`src/rtl/pgperm_pkg.sv`:
```
package pgperm_pkg;
  localparam int ERR_W    = 5;
  localparam int EB_PROT  = 0;
  localparam int EB_WRITE = 1;
  localparam int EB_USER  = 2;
  localparam int EB_RSVD  = 3;
  localparam int EB_FETCH = 4;

  localparam int PERM_W = 3;
  localparam int PB_R   = 0;
  localparam int PB_W   = 1;
  localparam int PB_X   = 2;

  typedef enum logic [1:0] {
    ACC_READ  = 2'd0,
    ACC_WRITE = 2'd1,
    ACC_FETCH = 2'd2,
    ACC_RSV   = 2'd3
  } acc_kind_e;

  // nnx is the inverted no-execute bit, so merging is a plain AND
  typedef struct packed {
    logic user;
    logic rw;
    logic nnx;
  } perm_t;

  typedef struct packed {
    logic is_write;
    logic is_fetch;
    logic user;
    logic wp;
    logic nxe;
    logic pae;
    logic lma;
  } req_ctl_t;

  typedef enum logic [1:0] {
    ST_IDLE = 2'd0,
    ST_WALK = 2'd1,
    ST_RESP = 2'd2
  } state_e;
endpackage

```
`src/rtl/pgperm_accum.sv`:
```
module pgperm_accum
  import pgperm_pkg::*;
(
  input  logic  clk,
  input  logic  rst_n,
  input  logic  clear,
  input  logic  step,
  input  logic  pae,
  input  logic  lma,
  input  logic  ent_ptr,
  input  logic  ent_nx,
  input  logic  ent_user,
  input  logic  ent_rw,
  output perm_t merged
);
  perm_t acc_q;
  perm_t contrib;
  logic  neutral;

  always_comb begin
    neutral      = pae && !lma && ent_ptr;
    contrib.user = ent_user | neutral;
    contrib.rw   = ent_rw | neutral;
    contrib.nnx  = ~(ent_nx & pae) | neutral;
    merged       = perm_t'(acc_q & contrib);
  end

  always_ff @(posedge clk) begin
    if (!rst_n)      acc_q <= '1;
    else if (clear)  acc_q <= '1;
    else if (step)   acc_q <= merged;
  end
endmodule

```
`src/rtl/pgperm_judge.sv`:
```
module pgperm_judge
  import pgperm_pkg::*;
(
  input  perm_t             eff,
  input  logic              dirty,
  input  logic              is_write,
  input  logic              is_fetch,
  input  logic              is_user,
  input  logic              wp,
  output logic              prot_fault,
  output logic [PERM_W-1:0] grant
);
  logic eff_nx, nx_viol, usr_viol, sup_viol, wr_ok;

  always_comb begin
    eff_nx     = ~eff.nnx;
    nx_viol    = is_fetch & eff_nx;
    usr_viol   = is_user & (~eff.user | (is_write & ~eff.rw));
    sup_viol   = ~is_user & wp & is_write & ~eff.rw;
    prot_fault = nx_viol | usr_viol | sup_viol;
    wr_ok      = is_user ? eff.rw : (~wp | eff.rw);
    grant        = '0;
    grant[PB_R]  = 1'b1;
    grant[PB_W]  = dirty & wr_ok;
    grant[PB_X]  = ~eff_nx;
    if (prot_fault) grant = '0;
  end
endmodule

```
`src/rtl/pgperm_errcode.sv`:
```
module pgperm_errcode
  import pgperm_pkg::*;
(
  input  logic             prot,
  input  logic             rsvd,
  input  logic             is_write,
  input  logic             is_user,
  input  logic             is_fetch,
  input  logic             nxe,
  input  logic             pae,
  output logic [ERR_W-1:0] code
);
  always_comb begin
    code           = '0;
    code[EB_PROT]  = prot;
    code[EB_WRITE] = is_write;
    code[EB_USER]  = is_user;
    code[EB_RSVD]  = rsvd;
    code[EB_FETCH] = is_fetch & nxe & pae;
  end
endmodule

```
`src/rtl/pgperm_check.sv`:
```
module pgperm_check
  import pgperm_pkg::*;
#(
  parameter int VA_W = 48
) (
  input  logic            clk,
  input  logic            rst_n,
  input  logic            req_valid,
  output logic            req_ready,
  input  logic [VA_W-1:0] req_vaddr,
  input  logic [1:0]      req_kind,
  input  logic            req_user,
  input  logic            req_wp,
  input  logic            req_nxe,
  input  logic            req_pae,
  input  logic            req_lma,
  input  logic            lvl_valid,
  output logic            lvl_ready,
  input  logic            lvl_present,
  input  logic            lvl_rsvd,
  input  logic            lvl_nx,
  input  logic            lvl_user,
  input  logic            lvl_rw,
  input  logic            lvl_dirty,
  input  logic            lvl_ptr,
  input  logic            lvl_last,
  output logic            rsp_valid,
  input  logic            rsp_ready,
  output logic            rsp_ok,
  output logic [2:0]      rsp_perm,
  output logic [4:0]      rsp_code,
  output logic [VA_W-1:0] fault_addr
);
  state_e            state_q;
  req_ctl_t          ctl_q;
  logic [VA_W-1:0]   vaddr_q;
  logic              ok_q;
  logic [PERM_W-1:0] perm_q;
  logic [ERR_W-1:0]  code_q;
  logic [VA_W-1:0]   faddr_q;

  logic req_fire, lvl_fire, rsp_fire;
  logic not_present, legacy_ptr, rsvd_hit, walk_done, prot_hit, fault;
  perm_t             merged;
  logic              prot_raw;
  logic [PERM_W-1:0] grant;
  logic [ERR_W-1:0]  code_n;

  assign req_ready = (state_q == ST_IDLE);
  assign lvl_ready = (state_q == ST_WALK);
  assign rsp_valid = (state_q == ST_RESP);
  assign req_fire  = req_valid & req_ready;
  assign lvl_fire  = lvl_valid & lvl_ready;
  assign rsp_fire  = rsp_valid & rsp_ready;

  always_comb begin
    not_present = ~lvl_present;
    legacy_ptr  = lvl_ptr & ~ctl_q.lma;
    rsvd_hit    = lvl_present &
                  (lvl_rsvd | (ctl_q.pae & ~ctl_q.nxe & lvl_nx & ~legacy_ptr));
    walk_done   = not_present | rsvd_hit | lvl_last;
    prot_hit    = lvl_last & ~not_present & ~rsvd_hit & prot_raw;
    fault       = not_present | rsvd_hit | prot_hit;
  end

  pgperm_accum u_accum (
    .clk      (clk),
    .rst_n    (rst_n),
    .clear    (req_fire),
    .step     (lvl_fire & ~walk_done),
    .pae      (ctl_q.pae),
    .lma      (ctl_q.lma),
    .ent_ptr  (lvl_ptr),
    .ent_nx   (lvl_nx),
    .ent_user (lvl_user),
    .ent_rw   (lvl_rw),
    .merged   (merged)
  );

  pgperm_judge u_judge (
    .eff        (merged),
    .dirty      (lvl_dirty),
    .is_write   (ctl_q.is_write),
    .is_fetch   (ctl_q.is_fetch),
    .is_user    (ctl_q.user),
    .wp         (ctl_q.wp),
    .prot_fault (prot_raw),
    .grant      (grant)
  );

  pgperm_errcode u_errcode (
    .prot     (prot_hit),
    .rsvd     (rsvd_hit),
    .is_write (ctl_q.is_write),
    .is_user  (ctl_q.user),
    .is_fetch (ctl_q.is_fetch),
    .nxe      (ctl_q.nxe),
    .pae      (ctl_q.pae),
    .code     (code_n)
  );

  always_ff @(posedge clk) begin
    if (!rst_n) begin
      state_q <= ST_IDLE;
      ctl_q   <= '0;
      vaddr_q <= '0;
      ok_q    <= 1'b0;
      perm_q  <= '0;
      code_q  <= '0;
      faddr_q <= '0;
    end else begin
      unique case (state_q)
        ST_IDLE: if (req_fire) begin
          ctl_q.is_write <= (req_kind == ACC_WRITE);
          ctl_q.is_fetch <= (req_kind == ACC_FETCH);
          ctl_q.user     <= req_user;
          ctl_q.wp       <= req_wp;
          ctl_q.nxe      <= req_nxe;
          ctl_q.pae      <= req_pae;
          ctl_q.lma      <= req_lma;
          vaddr_q        <= req_vaddr;
          state_q        <= ST_WALK;
        end
        ST_WALK: if (lvl_fire && walk_done) begin
          ok_q    <= ~fault;
          perm_q  <= fault ? '0 : grant;
          code_q  <= fault ? code_n : '0;
          if (fault) faddr_q <= vaddr_q;
          state_q <= ST_RESP;
        end
        ST_RESP: if (rsp_fire) state_q <= ST_IDLE;
        default: state_q <= ST_IDLE;
      endcase
    end
  end

  assign rsp_ok     = ok_q;
  assign rsp_perm   = perm_q;
  assign rsp_code   = code_q;
  assign fault_addr = faddr_q;
endmodule

```
`config.mk`:
```
export PLATFORM = sky130hd
export DESIGN_NAME = pgperm_check
export DESIGN_NICKNAME = d
export VERILOG_FILES = /design/src/rtl/pgperm_pkg.sv /design/src/rtl/pgperm_accum.sv /design/src/rtl/pgperm_judge.sv /design/src/rtl/pgperm_errcode.sv /design/src/rtl/pgperm_check.sv
export SDC_FILE = /design/constraint.sdc
export NUM_CORES = 1
export LEC_CHECK = 0
export BUFFER_PORTS_ARGS = -buffer_cell sky130_fd_sc_hd__buf_2
export CAP_MARGIN = 20
export CORE_AREA = 4 4 99 171
export CTS_CLUSTER_SIZE = 10
export DETAILED_ROUTE_END_ITERATION = 12
export DIE_AREA = 0 0 103 175
export HOLD_SLACK_MARGIN = 0.05
export PLACE_DENSITY = 0.57
export SLEW_MARGIN = 25
export SYNTH_ARGS = -nofsm -noshare
export SYNTH_HDL_FRONTEND = slang
export SYNTH_SLANG_ARGS = --single-unit
```
`constraint.sdc`:
```
create_clock -name clk -period 2.3 [get_ports clk]
set_clock_uncertainty 0.1 [all_clocks]
set_input_delay 0.46 -clock clk [delete_from_list [all_inputs] [get_ports clk]]
set_output_delay 0.46 -clock clk [all_outputs]
set_load 0.005 [all_outputs]
```
## Word-level counts from Yosys, hierarchy flattened

Index checks and enable logic that the tools add are counted.
W data, S select, Z words.

| storage, ports and cells | value |
|---|---|
| flip-flop bits (word level) | 117 |
| input bits | 68 |
| output and inout port bits | 60 |
| logic and storage cells | 89 |

| cells by class | value |
|---|---|
| equality and inequality tests | 7 |
| mux-type cells | 8 |
| bitwise gates (word level) | 48 |
| reduce and logical (&&, ||, !) cells | 10 |

Operators with widths:

| operator | count |
|---|---|
| $and A1 B1 Y1 | 22 |
| $not A1 Y1 | 14 |
| $or A1 B1 Y1 | 11 |
| $mux W2 | 3 |
| $mux W3 | 2 |
| $ne A2 B1 Y1 const B | 3 |
| $pmux W2 S3 | 1 |
| $reduce_and A3 Y1 | 2 |
| $mux W5 | 1 |
| $eq A2 B1 Y1 const B | 2 |
| $eq A2 B2 Y1 const B | 2 |
| $reduce_and A2 Y1 | 2 |
| $and A3 B3 Y3 | 1 |
| $logic_and A1 B1 Y1 | 3 |
| $logic_not A2 Y1 | 1 |
| $reduce_or A2 Y1 | 1 |
| $logic_not A1 Y1 | 1 |
| $mux W1 | 1 |

## Depth between registers and ports, before layout

| depth | value |
|---|---|
| word-level depth | 14 |
| gate-level depth with buffers | 6 |
| mapped depth without buffers | 5 |

## By module

Synthesis repeated with hierarchy kept, for this count alone.

| second synthesis, totals | value |
|---|---|
| cell total of the unflattened synthesis | 527 |
| area total of the unflattened synthesis | 4,548.1 um^2 |

By module, submodules not included:

| module | times used | cells an instance | area an instance (um^2) | seq. area each (um^2) |
|---|---|---|---|---|
| pgperm_check | 1 | 496 | 4,277.9 | 2,282.2 |
| pgperm_accum | 1 | 18 | 168.9 | 60.1 |
| pgperm_judge | 1 | 8 | 65.1 | 0.0 |
| pgperm_errcode | 1 | 5 | 36.3 | 0.0 |

## Worst setup path after synthesis

No wires, ideal clock.

| timing path | value |
|---|---|
| kind | input port to flip-flop |
| start point | input lvl_nx |
| end point | register code_q[1], in the netlist rsp_code[1] |
| library setup time | 115 ps |
| arrival time | 1,689 ps |
| data required time | 2,085 ps |
| slack | 396 ps |
| cell stages on the path | 6 |
| path buffers | 1 |
| cells stage by stage | and2_1 -> a31oi_2 -> a21o_1 -> a31oi_2 -> buf_4 -> a31o_1 |

| on the way | value |
|---|---|
| word-level cells in the longest chain between the ends | 11 |
| elaborated cells on any way between the ends | 21 |
| classes of those cells | mux: 1; bitwise: 18; reduce/logical: 2 |

Ends and longest elaborated chain:

| element | RTL line | RTL |
|---|---|---|
| from (decl) | pgperm_check.sv:21 | `input logic lvl_nx,` |
| $and A1 B1 Y1 | pgperm_accum.sv:24 | `contrib.nnx = ~(ent_nx & pae) \| neutral;` |
| $not A1 Y1 | pgperm_accum.sv:24 |  |
| $or A1 B1 Y1 | pgperm_accum.sv:24 |  |
| $and A3 B3 Y3 | pgperm_accum.sv:25 | `merged = perm_t'(acc_q & contrib);` |
| $not A1 Y1 | pgperm_judge.sv:16 | `eff_nx = ~eff.nnx;` |
| $and A1 B1 Y1 | pgperm_judge.sv:17 | `nx_viol = is_fetch & eff_nx;` |
| $or A1 B1 Y1 (2 in a row) | pgperm_judge.sv:20 | `prot_fault = nx_viol \| usr_viol \| sup_viol;` |
| $and A1 B1 Y1 | pgperm_check.sv:62 | `prot_hit = lvl_last & ~not_present & ~rsvd_hit & prot_raw;` |
| $or A1 B1 Y1 | pgperm_check.sv:63 | `fault = not_present \| rsvd_hit \| prot_hit;` |
| $mux W5 | pgperm_check.sv:127 | `code_q <= fault ? code_n : '0;` |
| to (signal assigned) | pgperm_check.sv:127 |  |
| to (decl) | pgperm_check.sv:39 | `logic [ERR_W-1:0] code_q;` |

Parallel ways exist; a longest one is shown, timed or not.
A chain may end at the register's enable or synchronous reset.

## Worst setup path after layout

| timing path | value |
|---|---|
| start point | register ctl_q[0] (netlist name) |
| end point | register faddr_q[27], in the netlist fault_addr[27] |

| on the way | value |
|---|---|
| word-level cells in the longest chain between the ends | 14 |
| elaborated cells on any way between the ends | 31 |
| classes of those cells | bitwise: 26; reduce/logical: 5 |

Ends and longest elaborated chain:

| element | RTL line | RTL |
|---|---|---|
| $logic_not A1 Y1 | pgperm_accum.sv:21 | `neutral = pae && !lma && ent_ptr;` |
| $logic_and A1 B1 Y1 (2 in a row) | pgperm_accum.sv:21 |  |
| $or A1 B1 Y1 | pgperm_accum.sv:23 | `contrib.rw = ent_rw \| neutral;` |
| $and A3 B3 Y3 | pgperm_accum.sv:25 |  |
| $not A1 Y1 | pgperm_judge.sv:18, pgperm_judge.sv:19 |  |
| $and A1 B1 Y1 | pgperm_judge.sv:18 | `usr_viol = is_user & (~eff.user \| (is_write & ~eff.rw));` |
| $or A1 B1 Y1 | pgperm_judge.sv:18 |  |
| $and A1 B1 Y1 | pgperm_judge.sv:18 |  |
| $or A1 B1 Y1 (2 in a row) | pgperm_judge.sv:20 |  |
| $and A1 B1 Y1 | pgperm_check.sv:62 |  |
| $or A1 B1 Y1 | pgperm_check.sv:63 |  |
| $reduce_and A3 Y1 (no line) * | -- |  |
| to (signal assigned) | pgperm_check.sv:128 | `if (fault) faddr_q <= vaddr_q;` |
| to (decl) | pgperm_check.sv:40 | `logic [VA_W-1:0] faddr_q;` |

Mark *: on every way between the ends. The rest lies on a longest branch, timed or not.

==> out/summary.txt <==
Via count of the routed design - 3906
Congestion Overflow GR - 0
CTS root buf - clkbuf_16
GPL Wtd Cong - 0.774
Setup WS pre-CTS - 0.212 ns
CTS Buf Count - 17
Mapped Cells - 525
Cell family with most CP delay - compound AO/OA/AOI/OAI gates
CTS resizes - 0
Status - finished, final reports clean
Depth of the CTS H-tree - 4
Pin count of the biggest net entering global routing - 93
Clk Latency, worst-skew pair - 0.40 ns
CP Capture Type - flip-flop
Detailed Route WL - 12000 um
Critical path launch point type - flip-flop
Vias per inst - 4.62
Max IR drop VDD - 0.379 mV
# nets final - 714
Util after Layout - 0.396
Lkg Pwr - 2.53 nW
IO Port Bufs - 127
Area share of the largest cell type after synthesis - 0.509
Yosys warning total - 0
Worst hold path type - primary input to flip-flop
Register area share after synthesis - 0.509
Hold Path End - vaddr_q[37]$_SDFFE_PN0P_
Bufs and invs on worst path - 1
CP max stage cell - dfxtp_1
CP Max Fanout - 26
Core area - 15500 um2
Fin crit share - 0.831
Crit path cell chain - and3b_1 -> o221ai_2 -> a22oi_2 -> a31oi_4 -> buf_12 -> mux2i_1
Synth unique cells - 35
Final setup margin - 0.389 ns
Max Cap Viol - 0
Initial antenna violation count - 1
HPWL after detailed placement - 8490 um
Initial Utilization - 0.298
Max incr delay on CP - 0.37 ns
Reg2reg setup slack - 0.39 ns
Syn nets - 593
Synth area leaders - dfxtp_1 (51%), nand2_1 (17%), mux2i_1 (10%), a21boi_0 (9.1%), clkbuf_1 (2.4%)
R2R cell count - 6
I/O Pins - 128
Async set-reset flop share out of synthesis - 0
CTS tree - built
Wire length per cell - 14.2 um
Die Area - 18000 um2
Clock-pin slew on the worst setup and hold paths - 0.06 ns
Vias in the first global route - 3969
Relative max-transition margin - 0.735
Global Route Usage Sum - 0.136
Area leader, netlist - dfxtp_1
Hold path startpoint - req_vaddr[37]
Fmax - 0.523 GHz
Max-slew violations - 0
Final setup violation count - 0
WP data required - 2.52 ns
Initial drt markers - 168
TritonRoute pass-1 iters - 4
Worst hold stages - 3
Syn Area/Cell - 8.77 um2
Post-route ant nets - 0
Critical R2R Capture - fault_addr[27]$_SDFFE_PN0P_
First-pass GRT wire length - 19200 um
DRC violation count after routing - 0
Hold buffers post-CTS - 0
Crit path DAT - 2.13 ns
Layout cells sized above 1 - 0.272
R2r startpoint - ctl_q[0]$_SDFFE_PN0P_
CTS sink cnt - 117
Std cell rows - 60
Post-Synthesis Cell Area - 4610 um2
Area delta synth->final - 32.8%
Fin Setup TNS - 0 ns
Final Hold Vio Count - 0
DIE HEIGHT - 175 um
Clock Path Buffers - 2
Die Wd - 103 um
Post-CTS Setup Bufs - 0
Synth Flop Type - dfxtp_1
WS Path Type - flip-flop to flip-flop
Power Dens Cells - 896 nW/um2
Fin crit period - 1.91 ns
Seq cells post-synth - 117
RSZ-0062 raised after global routing - no
EDFF count, synth - 0
Slew of the pin with the lowest slew margin - 0.397 ns
-- cells in the mapped netlist (2+ instances only) --
| library cell | count |
|---|---|
| nand2_1 | 212 |
| and2_1 | 4 |
| a31o_1 | 2 |
| buf_4 | 5 |
| a21boi_0 | 56 |
| and3_1 | 2 |
| and3b_1 | 2 |
| clkbuf_1 | 29 |
| inv_1 | 2 |
| a21oi_1 | 2 |
| nor2_1 | 2 |
| dfxtp_1 | 117 |
| a32o_1 | 2 |
| a31oi_2 | 2 |
| a21o_1 | 2 |
| nand4_1 | 4 |
| nand3_1 | 3 |
| a21bo_2 | 2 |
| nand3b_1 | 4 |
| nor2b_1 | 4 |
| mux2i_1 | 48 |
| o21ai_0 | 6 |
-- sequential cells by signal, summed over array words and instances, names as in the netlist --
| name | flops |
|---|---|
| ctl_q | 7 |
| fault_addr | 48 |
| rsp_code | 5 |
| rsp_ok | 1 |
| rsp_perm | 3 |
| state_q | 2 |
| u_accum.acc_q | 3 |
| vaddr_q | 48 |
-- per-stage QoR --
step / cell area, um2 / total power (W) / hold WS, ns / std cells
floorplan: 4610 / 0.00243 / 0.338 / 525
global placement: 5450 / 0.00259 / 0.334 / 813
detailed placement: 5450 / 0.00260 / 0.340 / 813
CTS: 6120 / 0.00558 / 0.181 / 845
global route: 6120 / 0.00573 / 0.189 / 846
finish: 6120 / 0.00548 / 0.201 / 846
-- cell families (layout without fill, tap and decap cells) --
group | Yosys count | after routing | synth area share
AOI/OAI and AO/OA | 82 | 82 | 0.139
buffers and inverters | 37 | 171 | 0.0342
DFF | 117 | 117 | 0.509
muxes | 48 | 48 | 0.104
other | 0 | 1 | 0
and+or+nand+nor | 241 | 241 | 0.214
-- how the worst max path moves through the flow --
stage / to / cells past startpoint / from
after floorplan: rsp_code[1]$_SDFFE_PN0P_ / 6 / lvl_nx
after global placement: fault_addr[37]$_SDFFE_PN0P_ / 7 / lvl_ptr
after detailed placement: fault_addr[21]$_SDFFE_PN0P_ / 7 / lvl_ptr
after CTS: fault_addr[27]$_SDFFE_PN0P_ / 6 / ctl_q[0]$_SDFFE_PN0P_
after global routing: fault_addr[8]$_SDFFE_PN0P_ / 6 / ctl_q[0]$_SDFFE_PN0P_
final: fault_addr[27]$_SDFFE_PN0P_ / 6 / ctl_q[0]$_SDFFE_PN0P_
-- tightest hold or removal path, cell delays in order --
cell	delay (ns)
buf_2	0.10
nand2_1	0.04
a21boi_0	0.06
-- power by group --
part	internal, W	switching [W]	leakage, nW
clock	0.00196	0.000970	0.313
sequential	0.00211	0.0000439	0.952
combinational	0.000167	0.000231	1.26
total	0.00424	0.00124	2.53
-- cell usage in the layout, fill, tap and decap left out, types with 2 or more instances in the layout --
cell,n
a21bo_2,2
a21boi_0,56
a21o_1,2
a21oi_1,2
a31o_1,2
a32o_1,2
and2_1,3
and3_1,2
and3b_1,2
buf_12,3
buf_2,126
buf_4,8
bufinv_16,5
clkbuf_16,17
clkinv_4,4
clkinvlp_4,3
dfxtp_1,117
inv_1,2
inv_6,2
mux2i_1,48
nand2_1,211
nand3_1,3
nand3b_1,4
nand4_1,4
nor2_1,2
nor2b_1,4
o21ai_0,6
-- cell type report --
cell class | instances | area, um2
diodes | 1 | 2.50
clock buffers | 18 | 439
clock inverters | 14 | 225
fillers | 1592 | 9350
inverters | 2 | 7.51
multi-input cells | 371 | 2120
flip-flops and latches | 117 | 2340
well taps | 186 | 233
repair buffers | 137 | 751
-- per-layer routing --
| layer | track usage | vias to the layer above | share of wire |
|---|---|---|---|
| met3 | 0.0416 | 12 | 0.060 |
| met4 | 0.0567 | 0 | 0.018 |
| met2 | 0.242 | 101 | 0.53 |
| met5 | 0 | - | 0 |
| li1 | - | 1975 | - |
| met1 | 0.143 | 1818 | 0.40 |
No activity file was read; power rests on OpenSTA's default activity.
